===== src/rtl/owbPkg.sv =====
package owbPkg;

  localparam int ADDR_W = 32;

  typedef enum logic [1:0] {
    MT_NORMAL  = 2'd0,
    MT_DEVICE  = 2'd1,
    MT_STRONG  = 2'd2,
    MT_INVALID = 2'd3
  } memType_t;

  // strobes from control to datapath
  typedef struct packed {
    logic push;    // store upstream write into the buffer
    logic pop;     // retire the head entry
    logic selDir;  // bus carries the upstream request, not the buffer head
  } owbCtl_t;

  function automatic memType_t classifyAddr(input logic [ADDR_W-1:0] addr);
    if (addr[31:20] >= 12'hE01)      return MT_INVALID;
    else if (addr[31:20] == 12'hE00) return MT_STRONG;
    else if (addr[31:29] == 3'b010)  return MT_DEVICE;
    else                             return MT_NORMAL;
  endfunction

endpackage


===== src/rtl/owbDatapath.sv =====
module owbDatapath
  import owbPkg::*;
#(
  parameter int DATA_W = 32,
  parameter int DEPTH  = 4
) (
  input  logic                  clk,
  input  logic                  rstN,
  input  owbCtl_t               ctl,
  input  logic [ADDR_W-1:0]     reqAddr,
  input  logic                  reqWrite,
  input  logic [DATA_W-1:0]     reqWdata,
  input  logic [DATA_W/8-1:0]   reqStrb,
  output logic                  full,
  output logic                  empty,
  output logic                  hitWord,
  output logic                  anyDev,
  output logic [ADDR_W-1:0]     busAddr,
  output logic                  busWrite,
  output logic [DATA_W-1:0]     busWdata,
  output logic [DATA_W/8-1:0]   busStrb
);

  localparam int STRB_W = DATA_W / 8;
  localparam int PTR_W  = (DEPTH > 1) ? $clog2(DEPTH) : 1;
  localparam logic [PTR_W-1:0] LAST = PTR_W'(DEPTH - 1);

  logic [ADDR_W-1:0] entAddr [DEPTH];
  logic [DATA_W-1:0] entData [DEPTH];
  logic [STRB_W-1:0] entStrb [DEPTH];
  logic [DEPTH-1:0]  entDev;
  logic [DEPTH-1:0]  entValid;
  logic [PTR_W-1:0]  wrPtr, rdPtr;
  logic [DEPTH-1:0]  hitVec, devVec;
  logic              reqIsDev;

  assign reqIsDev = (classifyAddr(reqAddr) == MT_DEVICE);

  always_ff @(posedge clk or negedge rstN) begin
    if (!rstN) begin
      entValid <= '0;
      wrPtr    <= '0;
      rdPtr    <= '0;
    end else begin
      if (ctl.push) begin
        entValid[wrPtr] <= 1'b1;
        wrPtr <= (wrPtr == LAST) ? '0 : wrPtr + 1'b1;
      end
      if (ctl.pop) begin
        entValid[rdPtr] <= 1'b0;
        rdPtr <= (rdPtr == LAST) ? '0 : rdPtr + 1'b1;
      end
    end
  end

  always_ff @(posedge clk) begin
    if (ctl.push) begin
      entAddr[wrPtr] <= reqAddr;
      entData[wrPtr] <= reqWdata;
      entStrb[wrPtr] <= reqStrb;
      entDev[wrPtr]  <= reqIsDev;
    end
  end

  for (genvar g = 0; g < DEPTH; g++) begin : gSlot
    assign hitVec[g] = entValid[g] && (entAddr[g][ADDR_W-1:2] == reqAddr[ADDR_W-1:2]);
    assign devVec[g] = entValid[g] && entDev[g];
  end

  assign full    = entValid[wrPtr];
  assign empty   = !entValid[rdPtr];
  assign hitWord = |hitVec;
  assign anyDev  = |devVec;

  assign busAddr  = ctl.selDir ? reqAddr  : entAddr[rdPtr];
  assign busWrite = ctl.selDir ? reqWrite : 1'b1;
  assign busWdata = ctl.selDir ? reqWdata : entData[rdPtr];
  assign busStrb  = ctl.selDir ? reqStrb  : entStrb[rdPtr];

  AST_NO_OVERFLOW: assert property (@(posedge clk) disable iff (!rstN)
    ctl.push |-> !full);
  AST_NO_UNDERFLOW: assert property (@(posedge clk) disable iff (!rstN)
    ctl.pop |-> !empty);
  AST_FULL_HOLDS: assert property (@(posedge clk) disable iff (!rstN)
    (full && !ctl.pop) |=> full);

endmodule


===== src/rtl/owbControl.sv =====
module owbControl
  import owbPkg::*;
(
  input  logic              clk,
  input  logic              rstN,
  input  logic              reqValid,
  input  logic [ADDR_W-1:0] reqAddr,
  input  logic              reqWrite,
  input  logic              barrier,
  input  logic              full,
  input  logic              empty,
  input  logic              hitWord,
  input  logic              anyDev,
  input  logic              busReady,
  input  logic              busRspValid,
  input  logic              busErr,
  output owbCtl_t           ctl,
  output logic              reqReady,
  output logic              rspErr,
  output logic              busValid
);

  typedef enum logic [1:0] {ST_IDLE, ST_REQ, ST_WAIT} busState_t;

  busState_t state, stateNxt;
  logic      selDir, selDirNxt;
  memType_t  cls;
  logic      hold, wantPost, postOk, errOk, dirOk, dirDone, orderOk;

  assign cls      = classifyAddr(reqAddr);
  assign hold     = barrier && !(empty && state == ST_IDLE);
  assign wantPost = reqWrite && (cls == MT_NORMAL || cls == MT_DEVICE);

  always_comb begin
    unique case (cls)
      MT_NORMAL: orderOk = !hitWord;
      MT_DEVICE: orderOk = !anyDev;
      default:   orderOk = empty;
    endcase
  end

  assign postOk  = reqValid && !hold && wantPost && !full;
  assign errOk   = reqValid && !hold && cls == MT_INVALID;
  assign dirOk   = reqValid && !hold && !wantPost && cls != MT_INVALID && orderOk;
  assign dirDone = state == ST_WAIT && selDir && busRspValid;

  always_comb begin
    stateNxt  = state;
    selDirNxt = selDir;
    unique case (state)
      ST_IDLE: begin
        if (dirOk) begin
          stateNxt  = ST_REQ;
          selDirNxt = 1'b1;
        end else if (!empty) begin
          stateNxt  = ST_REQ;
          selDirNxt = 1'b0;
        end
      end
      ST_REQ:  if (busReady) stateNxt = ST_WAIT;
      ST_WAIT: if (busRspValid) stateNxt = ST_IDLE;
      default: stateNxt = ST_IDLE;
    endcase
  end

  always_ff @(posedge clk or negedge rstN) begin
    if (!rstN) begin
      state  <= ST_IDLE;
      selDir <= 1'b0;
    end else begin
      state  <= stateNxt;
      selDir <= selDirNxt;
    end
  end

  assign ctl.push   = postOk;
  assign ctl.pop    = state == ST_WAIT && !selDir && busRspValid;
  assign ctl.selDir = selDir;
  assign busValid   = state == ST_REQ;
  assign reqReady   = postOk || errOk || dirDone;
  assign rspErr     = errOk || (dirDone && busErr);

  AST_SO_DRAINED: assert property (@(posedge clk) disable iff (!rstN)
    (busValid && selDir && cls == MT_STRONG) |-> empty);
  AST_DEV_ORDER: assert property (@(posedge clk) disable iff (!rstN)
    (busValid && selDir && cls == MT_DEVICE) |-> !anyDev);
  AST_HIT_WAIT: assert property (@(posedge clk) disable iff (!rstN)
    (busValid && selDir && cls == MT_NORMAL) |-> !hitWord);
  AST_ERR_NO_BUS: assert property (@(posedge clk) disable iff (!rstN)
    (reqValid && cls == MT_INVALID) |-> !(busValid && selDir));
  AST_BUS_HELD: assert property (@(posedge clk) disable iff (!rstN)
    (busValid && !busReady) |=> busValid);
  AST_BARRIER_HOLD: assert property (@(posedge clk) disable iff (!rstN)
    (barrier && !empty && !(state == ST_WAIT && selDir)) |-> !reqReady);

endmodule


===== src/rtl/orderedWriteBuffer.sv =====
module orderedWriteBuffer
  import owbPkg::*;
#(
  parameter int DATA_W = 32,
  parameter int DEPTH  = 4
) (
  input  logic                clk,
  input  logic                rstN,
  input  logic                reqValid,
  output logic                reqReady,
  input  logic [31:0]         reqAddr,
  input  logic                reqWrite,
  input  logic [DATA_W-1:0]   reqWdata,
  input  logic [DATA_W/8-1:0] reqStrb,
  output logic [DATA_W-1:0]   rspRdata,
  output logic                rspErr,
  input  logic                barrier,
  output logic                busValid,
  input  logic                busReady,
  output logic [31:0]         busAddr,
  output logic                busWrite,
  output logic [DATA_W-1:0]   busWdata,
  output logic [DATA_W/8-1:0] busStrb,
  input  logic                busRspValid,
  input  logic [DATA_W-1:0]   busRdata,
  input  logic                busErr
);

  owbCtl_t ctl;
  logic    full, empty, hitWord, anyDev;

  owbControl i_ctrl (
    .clk(clk), .rstN(rstN), .reqValid(reqValid), .reqAddr(reqAddr),
    .reqWrite(reqWrite), .barrier(barrier), .full(full), .empty(empty),
    .hitWord(hitWord), .anyDev(anyDev), .busReady(busReady),
    .busRspValid(busRspValid), .busErr(busErr), .ctl(ctl),
    .reqReady(reqReady), .rspErr(rspErr), .busValid(busValid)
  );

  owbDatapath #(.DATA_W(DATA_W), .DEPTH(DEPTH)) i_data (
    .clk(clk), .rstN(rstN), .ctl(ctl), .reqAddr(reqAddr),
    .reqWrite(reqWrite), .reqWdata(reqWdata), .reqStrb(reqStrb),
    .full(full), .empty(empty), .hitWord(hitWord), .anyDev(anyDev),
    .busAddr(busAddr), .busWrite(busWrite), .busWdata(busWdata),
    .busStrb(busStrb)
  );

  assign rspRdata = busRdata;

endmodule


===== config.mk =====
export PLATFORM = sky130hd
export DESIGN_NAME = orderedWriteBuffer
export DESIGN_NICKNAME = d
export VERILOG_FILES = /design/src/rtl/owbPkg.sv /design/src/rtl/owbDatapath.sv /design/src/rtl/owbControl.sv /design/src/rtl/orderedWriteBuffer.sv
export SDC_FILE = /design/constraint.sdc
export NUM_CORES = 1
export LEC_CHECK = 0
export CORE_MARGIN = 5
export CORE_UTILIZATION = 60
export CTS_BUF_LIST = sky130_fd_sc_hd__clkbuf_4
export DETAILED_ROUTE_END_ITERATION = 12
export GPL_TIMING_DRIVEN = 0
export PLACE_DENSITY = 0.9
export SLEW_MARGIN = 30
export SYNTH_ARGS = -nofsm -noshare
export SYNTH_HDL_FRONTEND = slang
export SYNTH_HIERARCHICAL = 1
export SYNTH_SLANG_ARGS = --single-unit

===== constraint.sdc =====
create_clock -name clk -period 9.8 [get_ports clk]
set_input_delay 2.94 -clock clk [delete_from_list [all_inputs] [get_ports clk]]
set_output_delay 2.94 -clock clk [all_outputs]
set_load 0.01 [all_outputs]

==> results.tsv <==
metric	value	unit
clk sink count	287	
via/cell ratio	5.89	
Slew HR	37.0	%
placed cells	1209	
# Post-CTS Setup Buffers	0	
RR Startpoint	i_data/rdPtr[1]$_DFFE_PN0P_	
clk buf depth	3	
Worst Max-Slew Pin Slew	0.945	ns
worst r2r dst	i_data/entData[2][5]$_DFFE_PP_	
synthesized area	0.0133	mm2
Post-CTS Resized	0	
total number of vias	7868	
Worst EP required	6.86	ns
Setup TNS Final	0	ns
Antenna Violating Nets Remaining	0	
post-layout minimum cycle time	8.09	ns
routed len/inst	23.1	um
Post-Syn Instances	745	
vias in the first global route	8361	
Async SR Flop Fraction	3.83	%
Layout area overhead	24.3	%
Post-synth EDFFs	276	
drt total wl	30800	um
Min-Delay Path Class	flop to flop	
Setup crit start kind	input pin	
Core Rows	54	
Residual DRC	0	
critical path peak fanout	6	
RSZ-0062 raised after global routing	no	
Worst Reg-to-Reg Cells	11	
share of cells above drive strength 1	29.5	%
leakage	0.00552	uW
fin crit share	82.5	%
first-pass GRT wire length	47600	um
TritonRoute pass-1 iters	4	
Arr. time, crit path	5.15	ns
RePlAce Congestion	0.860	
TritonCTS buffer count	75	
CORE AREA	0.0218	mm2
top_reg_cell synth	edfxtp_1	
CTS tree	done	
cell area after placement	0.0155	mm2
Hold Path Sink	i_ctrl/selDir$_DFFE_PN0P_	
Cell Count, Final, Fillers Out	1336	
Port-buffer cells	179	
Pwr Density	253	mW/mm2
GRT Util Overall	24.3	%
critical path capture point type	output port	
clk slew on worst S/H paths	0.06	ns
CTS H-Tree Depth	3	
register-to-register setup slack	6.09	ns
multi-input logic area	0.00410	mm2
Yosys cell types	40	
Place WS	1.73	ns
final setup skew	0.0371	ns
outcome	completed	
total gr overflow	0	
syn nets	861	
design area	0.0165	mm2
insertion delay to the later sink of the worst-skew pair	0.67	ns
Hold-fix buffers, CTS	0	
Die Wd	159	um
I/O pin total	212	
Final #Nets	1122	
peak supply drop	0.000182	V
Detailed Route Iter0 Violations	585	
initial antenna violation count	2	
worst setup margin	1.71	ns
die height	159	um
Fin. Hold Viols	0	
WS Path Type	input pin to output port	
hold_sp	i_ctrl/selDir$_DFFE_PN0P_	
Detail Placement HPWL	20800	um
sequential area share after synthesis	64.5	%
cell depth of the worst hold path	2	
largest net degree at the start of global routing	38	
Slew Viols, Final	0	
Ys Warns	6	
Syn Area/Cell	17.8	um2
Root Buffer	clkbuf_4	
#FFs+latches synth	287	
max-capacitance violation count	0	
FMAX	124	MHz
initial core utilization	60.8	%
Final setup viols	0	
die area	0.0252	mm2
FF+latch area	0.00856	mm2
fillers	1317	
area by class of cell:
class                           count  share of cell area (%)
Antenna cell                        2                  0.0303
Inverter                            9                   0.205
Buffer                             88                    3.54
Multi-Input combinational cell    361                    24.9
Timing Repair Buffer              184                    11.6
Sequential cell                   287                    51.9
Tap cell                          280                    2.12
Clock inverter                     17                   0.880
Clock buffer                      108                    4.91
sequential cells by signal (all words and copies together), names as in the netlist:
signal	cells
i_data/entData	128
i_data/entDev	4
i_data/entAddr	128
i_data/entValid	4
i_data/entStrb	16
i_data/wrPtr	2
i_ctrl/selDir	1
i_data/rdPtr	2
i_ctrl/state	2
routing by layer:
metal	vias to the layer above	GRT usage (%)	share of wire, %
met2	464	39.0	49
met1	3898	32.7	39
met3	67	6.12	9.5
met4	0	8.76	2.8
li1	3439	-	-
met5	-	0	0
power breakdown:
group	internal (uW)	leakage [uW]	switching (uW)
sequential	1450	0.00262	56.7
combinational	910	0.00232	708
clock	581	0.000571	465
total	2940	0.00552	1230
cells in the mapped netlist (2+ instances only):
| library cell | count | area share [%] |
|---|---|---|
| nor2b_1 | 2 | 0.094 |
| nand2_1 | 8 | 0.23 |
| a21oi_1 | 2 | 0.075 |
| a22oi_1 | 2 | 0.11 |
| a2bb2oi_1 | 4 | 0.26 |
| nor3b_1 | 2 | 0.11 |
| xor2_1 | 44 | 2.9 |
| nand4_1 | 25 | 1.2 |
| inv_1 | 9 | 0.25 |
| buf_12 | 7 | 1.1 |
| buf_4 | 34 | 1.9 |
| and2_1 | 4 | 0.19 |
| mux2_2 | 69 | 5.9 |
| nor4_1 | 17 | 0.80 |
| buf_2 | 4 | 0.15 |
| buf_1 | 2 | 0.057 |
| o21ai_1 | 2 | 0.075 |
| dfrtp_1 | 11 | 2.1 |
| edfxtp_1 | 276 | 62 |
| xnor2_1 | 76 | 5.0 |
| clkbuf_1 | 40 | 1.1 |
| o21ai_0 | 6 | 0.23 |
| nor3_1 | 2 | 0.075 |
| mux4_2 | 69 | 12 |
| ha_1 | 8 | 0.75 |
| nor2_1 | 4 | 0.11 |
| nand2b_1 | 3 | 0.14 |
metrics by stage:
step,util [%],total power [uW],hold WS [ns]
floorplan,-,2490,0.519
global placement,70.6,3130,0.541
detailed placement,71.2,3160,0.566
CTS,75.6,4220,0.585
global route,75.6,4380,0.625
finish,75.6,4170,0.587
worst max-delay path by stage:
stage / slack [ns] / to / startpoint
3_5_place_dp: 1.73 / reqReady / reqAddr[31]
6_report: 1.71 / reqReady / reqAddr[22]
5_1_grt: 1.65 / reqReady / reqAddr[31]
4_1_cts: 1.73 / reqReady / reqAddr[31]
3_3_place_gp: 1.73 / reqReady / reqAddr[29]
2_1_floorplan: 3.19 / reqReady / reqAddr[22]
cells in the final DEF (no fill, tap or decap), types with 3 or more instances in the layout:
master             n
nor2_1             4
o21ai_0            6
and2_4             4
nor4_1            17
clkbuf_4         108
nand2b_1           3
edfxtp_1         276
buf_4             34
clkdlybuf4s50_1  179
ha_1               8
inv_1              9
xor2_1            44
mux4_2            69
clkbuf_1          40
mux2_2            69
a2bb2oi_1          4
buf_12            10
clkinv_1          10
buf_2              4
xnor2_1           76
bufinv_16          3
nand2_1            8
nand4_1           25
dfrtp_1           11
kinds of logic after synthesis:
logic type	Yosys count	share of synthesized area, %
flops	287	64.5
mux	139	17.8
xor+xnor	120	7.92
buf+inv	97	4.66
simple gates	71	3.18
compound gates	23	1.22
fa+ha+maj	8	0.754
worst max-delay path, stage by stage:
cell and delay [ns]:
clkdlybuf4s50_1 0.54, nor4_1 0.51, a31oi_1 0.28, o21ba_2 0.30
o21ai_1 0.07, clkdlybuf4s50_1 0.50
Note: power is estimated with default switching activity, not from simulation.
